--- src/rtl/pkt_stamp_pkg.sv ---
package pkt_stamp_pkg;
  typedef enum logic [1:0] {
    CAP_OFF   = 2'b00,
    CAP_START = 2'b01,
    CAP_END   = 2'b10,
    CAP_FIRST = 2'b11
  } capMode_e;

  // Strobes from control to datapath
  typedef struct packed {
    logic capture;
    logic clearValid;
  } capCtl_t;
endpackage

--- src/rtl/pkt_stamp_ctrl.sv ---
module pkt_stamp_ctrl
  import pkt_stamp_pkg::*;
(
  input  logic     clk,
  input  logic     rstN,
  input  capMode_e mode,
  input  logic     sopStrobe,
  input  logic     eopStrobe,
  input  logic     taskStart,
  input  logic     readAck,
  output capCtl_t  ctl
);
  logic armed;
  logic fire;

  always_comb begin
    unique case (mode)
      CAP_OFF:   fire = 1'b0;
      CAP_START: fire = sopStrobe;
      CAP_END:   fire = eopStrobe;
      CAP_FIRST: fire = sopStrobe && armed;
      default:   fire = 1'b0;
    endcase
  end

  always_ff @(posedge clk) begin
    if (!rstN) begin
      armed <= 1'b1;
    end else if (taskStart) begin
      armed <= 1'b1;
    end else if (fire && mode == CAP_FIRST) begin
      armed <= 1'b0;
    end
  end

  assign ctl.capture    = fire;
  assign ctl.clearValid = readAck;
endmodule

--- src/rtl/pkt_stamp_dpath.sv ---
module pkt_stamp_dpath
  import pkt_stamp_pkg::*;
#(
  parameter int CNT_W = 16,
  parameter int OVF_W = 24
) (
  input  logic             clk,
  input  logic             rstN,
  input  capCtl_t          ctl,
  output logic [CNT_W-1:0] timerCount,
  output logic [OVF_W-1:0] timerOverflow,
  output logic [CNT_W-1:0] capCount,
  output logic [OVF_W-1:0] capOverflow,
  output logic             capValid
);
  localparam logic [CNT_W-1:0] CNT_MAX = '1;

  logic wrap;
  assign wrap = (timerCount == CNT_MAX);

  always_ff @(posedge clk) begin
    if (!rstN) begin
      timerCount    <= '0;
      timerOverflow <= '0;
    end else begin
      timerCount <= timerCount + CNT_W'(1);
      if (wrap) timerOverflow <= timerOverflow + OVF_W'(1);
    end
  end

  always_ff @(posedge clk) begin
    if (!rstN) begin
      capCount    <= '0;
      capOverflow <= '0;
    end else if (ctl.capture) begin
      capCount    <= timerCount;
      capOverflow <= timerOverflow;
    end
  end

  always_ff @(posedge clk) begin
    if (!rstN)               capValid <= 1'b0;
    else if (ctl.capture)    capValid <= 1'b1;
    else if (ctl.clearValid) capValid <= 1'b0;
  end
endmodule

--- src/rtl/pkt_stamp_capture.sv ---
module pkt_stamp_capture
  import pkt_stamp_pkg::*;
#(
  parameter int CNT_W = 16,
  parameter int OVF_W = 24
) (
  input  logic             clk,
  input  logic             rstN,
  input  logic [1:0]       txCapMode,
  input  logic             sopStrobe,
  input  logic             eopStrobe,
  input  logic             taskStart,
  input  logic             readAck,
  output logic             capFire,
  output logic [CNT_W-1:0] timerCount,
  output logic [OVF_W-1:0] timerOverflow,
  output logic [CNT_W-1:0] capCount,
  output logic [OVF_W-1:0] capOverflow,
  output logic             capValid
);
  capCtl_t ctl;

  pkt_stamp_ctrl u_ctrl (
    .clk       (clk),
    .rstN      (rstN),
    .mode      (capMode_e'(txCapMode)),
    .sopStrobe (sopStrobe),
    .eopStrobe (eopStrobe),
    .taskStart (taskStart),
    .readAck   (readAck),
    .ctl       (ctl)
  );

  pkt_stamp_dpath #(.CNT_W(CNT_W), .OVF_W(OVF_W)) u_dpath (
    .clk           (clk),
    .rstN          (rstN),
    .ctl           (ctl),
    .timerCount    (timerCount),
    .timerOverflow (timerOverflow),
    .capCount      (capCount),
    .capOverflow   (capOverflow),
    .capValid      (capValid)
  );

  assign capFire = ctl.capture;
endmodule

--- config.mk ---
export PLATFORM = sky130hd
export DESIGN_NAME = pkt_stamp_capture
export DESIGN_NICKNAME = d
export VERILOG_FILES = /design/src/rtl/pkt_stamp_pkg.sv /design/src/rtl/pkt_stamp_ctrl.sv /design/src/rtl/pkt_stamp_dpath.sv /design/src/rtl/pkt_stamp_capture.sv
export SDC_FILE = /design/constraint.sdc
export NUM_CORES = 1
export LEC_CHECK = 0
export BUFFER_PORTS_ARGS = -buffer_cell sky130_fd_sc_hd__buf_4
export CAP_MARGIN = 0
export CORE_AREA = 2 2 89 91
export DETAILED_ROUTE_END_ITERATION = 8
export DIE_AREA = 0 0 91 93
export PLACE_DENSITY = 0.66
export SLEW_MARGIN = 25
export SYNTH_ARGS = -nofsm -noshare
export SYNTH_HDL_FRONTEND = slang
export SYNTH_SLANG_ARGS = --single-unit
--- constraint.sdc ---
create_clock -name clk -period 4.5 [get_ports clk]
set_input_delay 0.225 -clock clk [delete_from_list [all_inputs] [get_ports clk]]
set_output_delay 0.225 -clock clk [all_outputs]
set_load 0.01 [all_outputs]
==> summary.md <==
| Metric | Value |
|---|---|
| IO Pins | `90` |
| Total inserted antenna cells | `0` |
| Unrepaired setup endpoints after global routing | `no` |
| Antenna violations before repair | `0` |
| Core region area | `7530 um^2` |
| Final Worst Setup Slack | `2160 ps` |
| TritonCTS clock tree | `yes` |
| Post-synthesis instance area | `3300 um^2` |
| WL/cell | `14.0 um` |
| End of the critical path | `u_dpath.timerOverflow[17]` |
| Overflow left after global routing | `0` |
| Gate count of the mapped netlist | `396` |
| DIE AREA | `8460 um^2` |
| Class of the most critical setup path | `flip-flop to flip-flop` |
| Worst hold slack across all endpoints | `54.3 ps` |
| CTS Buf Count | `9` |
| Total number of placement rows | `32` |
| Post-cts sizing count | `0` |
| Fraction of synthesized area in multiplexers | `0.00607` |
| PortBufs | `89` |
| Count of different cell masters after synthesis | `32` |
| Ratio of cells with drive above 1 in the final layout | `0.235` |
| Cell with the largest stage delay on the worst path | `or4_4` |
| Vias after detailed routing | `3086` |
| Setup crit end kind | `flip-flop` |
| Height of the chip | `93 um` |
| Share of the clock period used by the worst path after layout | `0.520` |
| Filler cells | `739` |
| Total non-filler cell area in the finished layout | `4220 um^2` |
| Run status | `finished clean` |
| Post-route setup TNS | `0 ps` |
| DRC Markers | `0` |
| Fraction of synthesized cell area taken by the top area cell type | `0.498` |
| Part of the power in the clock network | `0.408` |
| Mean instance size in the synthesized netlist | `8.33 um^2` |
| Number of warnings reported in the yosys synthesis log | `0` |
| Post-CTS Setup Inserts | `0` |
| Relative area change from synthesis to final layout | `27.8%` |
| Count of routing violations after the opening detailed-route iteration | `156` |
| Register bit count reported by yosys | `82` |
| Switching power summed over all nets | `326 uW` |
| Critical Path AT | `2620 ps` |
| Worst slew margin | `0.543` |
| Total number of H-tree levels | `3` |
| Slowest Stage Delay on Critical Path | `around 720 ps` |
| Die Wd | `91 um` |
| Final hold violation count | `0` |
| Max Clock Skew | `9.21 ps` |
| Max Cap Viol | `0` |
| R2r worst-path depth | `5` |
| Largest area contributor in the netlist | `dfxtp_1` |
| Post-synthesis adder-cell area fraction | `0.00759` |
| Cell internal pwr | `around 1.0 mW` |
| Fraction of the mapped netlist area in compound gates | `0.151` |
| Global-route total usage across every layer | `0.200` |
| Clock sink count | `82` |
| Wire length reported by the detailed router | `8.17 mm` |
| Logic gate share of total power | `0.041` |
| Ordered cell list for the critical path | `ha_1 > nand4_2 > or4_4 > or4_1 > a21oi_1` |
| Power density of the placed cells | `approximately 320 nW/um^2` |
| Clock Tree Buf Depth | `2` |
| Clock tree root driver cell | `clkbuf_8` |
| Main combinational cell family by area after synthesis | `simple AND/OR/NAND/NOR gates` |
| Antenna-violating nets left | `0` |
| Layout Nets | `between 400 and 500` |
| Beginning of the worst register-to-register path | `u_dpath.timerCount[0]` |
| Final critical path time including I/O delays and setup | `2340 ps` |
| Maximum clock frequency | `0.428 GHz` |
| Placer's final routability congestion estimate | `0.781` |
| Max-slew violations | `0` |
| End of the worst register-to-register path | `u_dpath.timerOverflow[17]` |
| Required time at the endpoint of the critical path | `4780 ps` |
| Portion of total power attributed to sequential cells | `0.550` |
| Critical path launch point type | `flip-flop` |
| Startpoint of the most critical setup path | `u_dpath.timerCount[0]` |
| Critical path depth in cells | `5` |
| Maximum VDD drop | `0.000185 V` |
| Crit path buffers/inverters | `0` |
| Transition time at the pin with the least slew margin | `684 ps` |
| Simple-Gate Fraction of Synth Area | `0.264` |
| Vias per cell | `5.30` |
| Part of the Yosys area used for sequential elements | `0.498` |
| Kind of cell adding the most delay to the critical path | `simple AND/OR/NAND/NOR gates` |
| Setup-violating endpoint count in the final report | `0` |
| Placed instance area | `4020 um^2` |
| Hold WC Path Type | `input pin to flip-flop` |
| Estimated wirelength of the detail-placed design | `5.36 mm` |
| Top area cells in the synthesized netlist | `dfxtp_1 (50%), nand2_1 (10%), a21oi_1 (9.7%)` |
| Iteration count of the initial detailed-routing pass | `4` |
| Via count of the first global-routing pass | `~3k` |
| Latest clock arrival within the worst-skew pair | `~350 ps` |
| Static Leak | `roughly 1.6 nW` |
| Clock slew at reported path FFs | `90 ps` |
| Total design power | `1.33 mW` |
| Critical Path Fanout Max | `23` |
| Maximum number of pins on one net before global-route repair | `45` |
| Switching Share | `0.245` |
| First-pass GRT wire length | `13.9 mm` |
| Slack of the worst reg-to-reg path | `about 2200 ps` |
| Number of buffers inserted for hold repair after clock tree synthesis | `0` |
| Xor and xnor fraction of the mapped netlist area | `0.0345` |
| Total nets after synthesis | `~400` |
| Initial Util | `0.438` |
| Worst slack at placement | `2170 ps` |
per-layer routing:
metal  wire length, um  GRT usage  vias to the layer above
li1                  -          -                     1546
met1              3910      0.260                     1468
met2              3840      0.333                       63
met3               314     0.0379                        9
met4               102     0.0732                        0
met5                 0          0                        -
layout by cell type, fill, tap and decap left out, types with 2 or more instances in the layout:
cell,instances
a21oi_1,64
and2_1,2
and4_1,4
buf_4,92
clkbuf_8,9
clkinv_4,2
dfxtp_1,82
ha_1,2
inv_1,7
inv_6,2
mux2i_1,2
nand2_1,92
nand2b_1,2
nand3_1,14
nand4_1,9
nand4_2,2
nor2_1,15
nor3_1,3
nor4_1,3
o21ai_0,5
o31ai_1,18
or3_1,6
or4_1,19
or4_4,2
xnor2_1,8
xor2_1,5
sequential cells by signal, indices dropped and copies added, names as in the netlist:
signal,flops
u_dpath.timerCount,16
u_ctrl.armed,1
u_dpath.capOverflow,24
u_dpath.timerOverflow,24
u_dpath.capValid,1
u_dpath.capCount,16
layout make-up:
cell class,count,area (um^2),area share
clock buffers,9,124,0.0294
clock inverters,7,77.6,0.0184
inverters,8,30.0,0.00712
multi-input cells,282,1530,0.362
flip-flops and latches,82,1640,0.389
well taps,102,128,0.0303
repair buffers,92,691,0.164
cells in the mapped netlist (all sizes together):
master,number
or3,6
nand4,11
mux2i,2
xnor2,8
nor4,3
a211o,1
nand3b,1
inv,8
dfxtp,82
nand2,92
xor2,5
and2,2
clkbuf,21
a21oi,64
nand3,14
or4,21
o21ai,5
nand2b,2
o21a,1
and3,1
o31ai,18
nor3,3
buf,3
and4,4
nor2b,1
nor2,15
ha,2
power groups by stage:
stage	registers [mW]	clock network [mW]	logic, mW
6_report	0.734	0.544	0.0552
5_1_grt	0.735	0.588	0.0615
4_1_cts	0.734	0.555	0.0561
3_5_place_dp	0.751	0	0.0560
3_3_place_gp	0.750	0	0.0554
2_1_floorplan	0.752	0	0.0314
through the flow:
stage	utilization	cells
finish	0.560	582
global route	0.560	582
CTS	0.560	582
detailed placement	0.533	566
global placement	0.533	566
floorplan	-	396
cells by family (layout without fill, tap and decap cells):
logic type	count (synthesis)	in the layout
compound gates	89	89
xor+xnor	13	13
fa+ha+maj	2	2
buf+inv	32	116
flops	82	82
mux	2	2
simple gates	176	176
worst min-delay path by stage:
stage                   end  startpoint  cells after the start  slack [ps]
2_1_floorplan  u_ctrl.armed   taskStart                      1         320
3_3_place_gp   u_ctrl.armed   taskStart                      2         410
3_5_place_dp   u_ctrl.armed   taskStart                      2         410
4_1_cts        u_ctrl.armed   taskStart                      2          40
5_1_grt        u_ctrl.armed   taskStart                      2          50
6_report       u_ctrl.armed   taskStart                      2          50
Power figures use the tool's default switching activity.
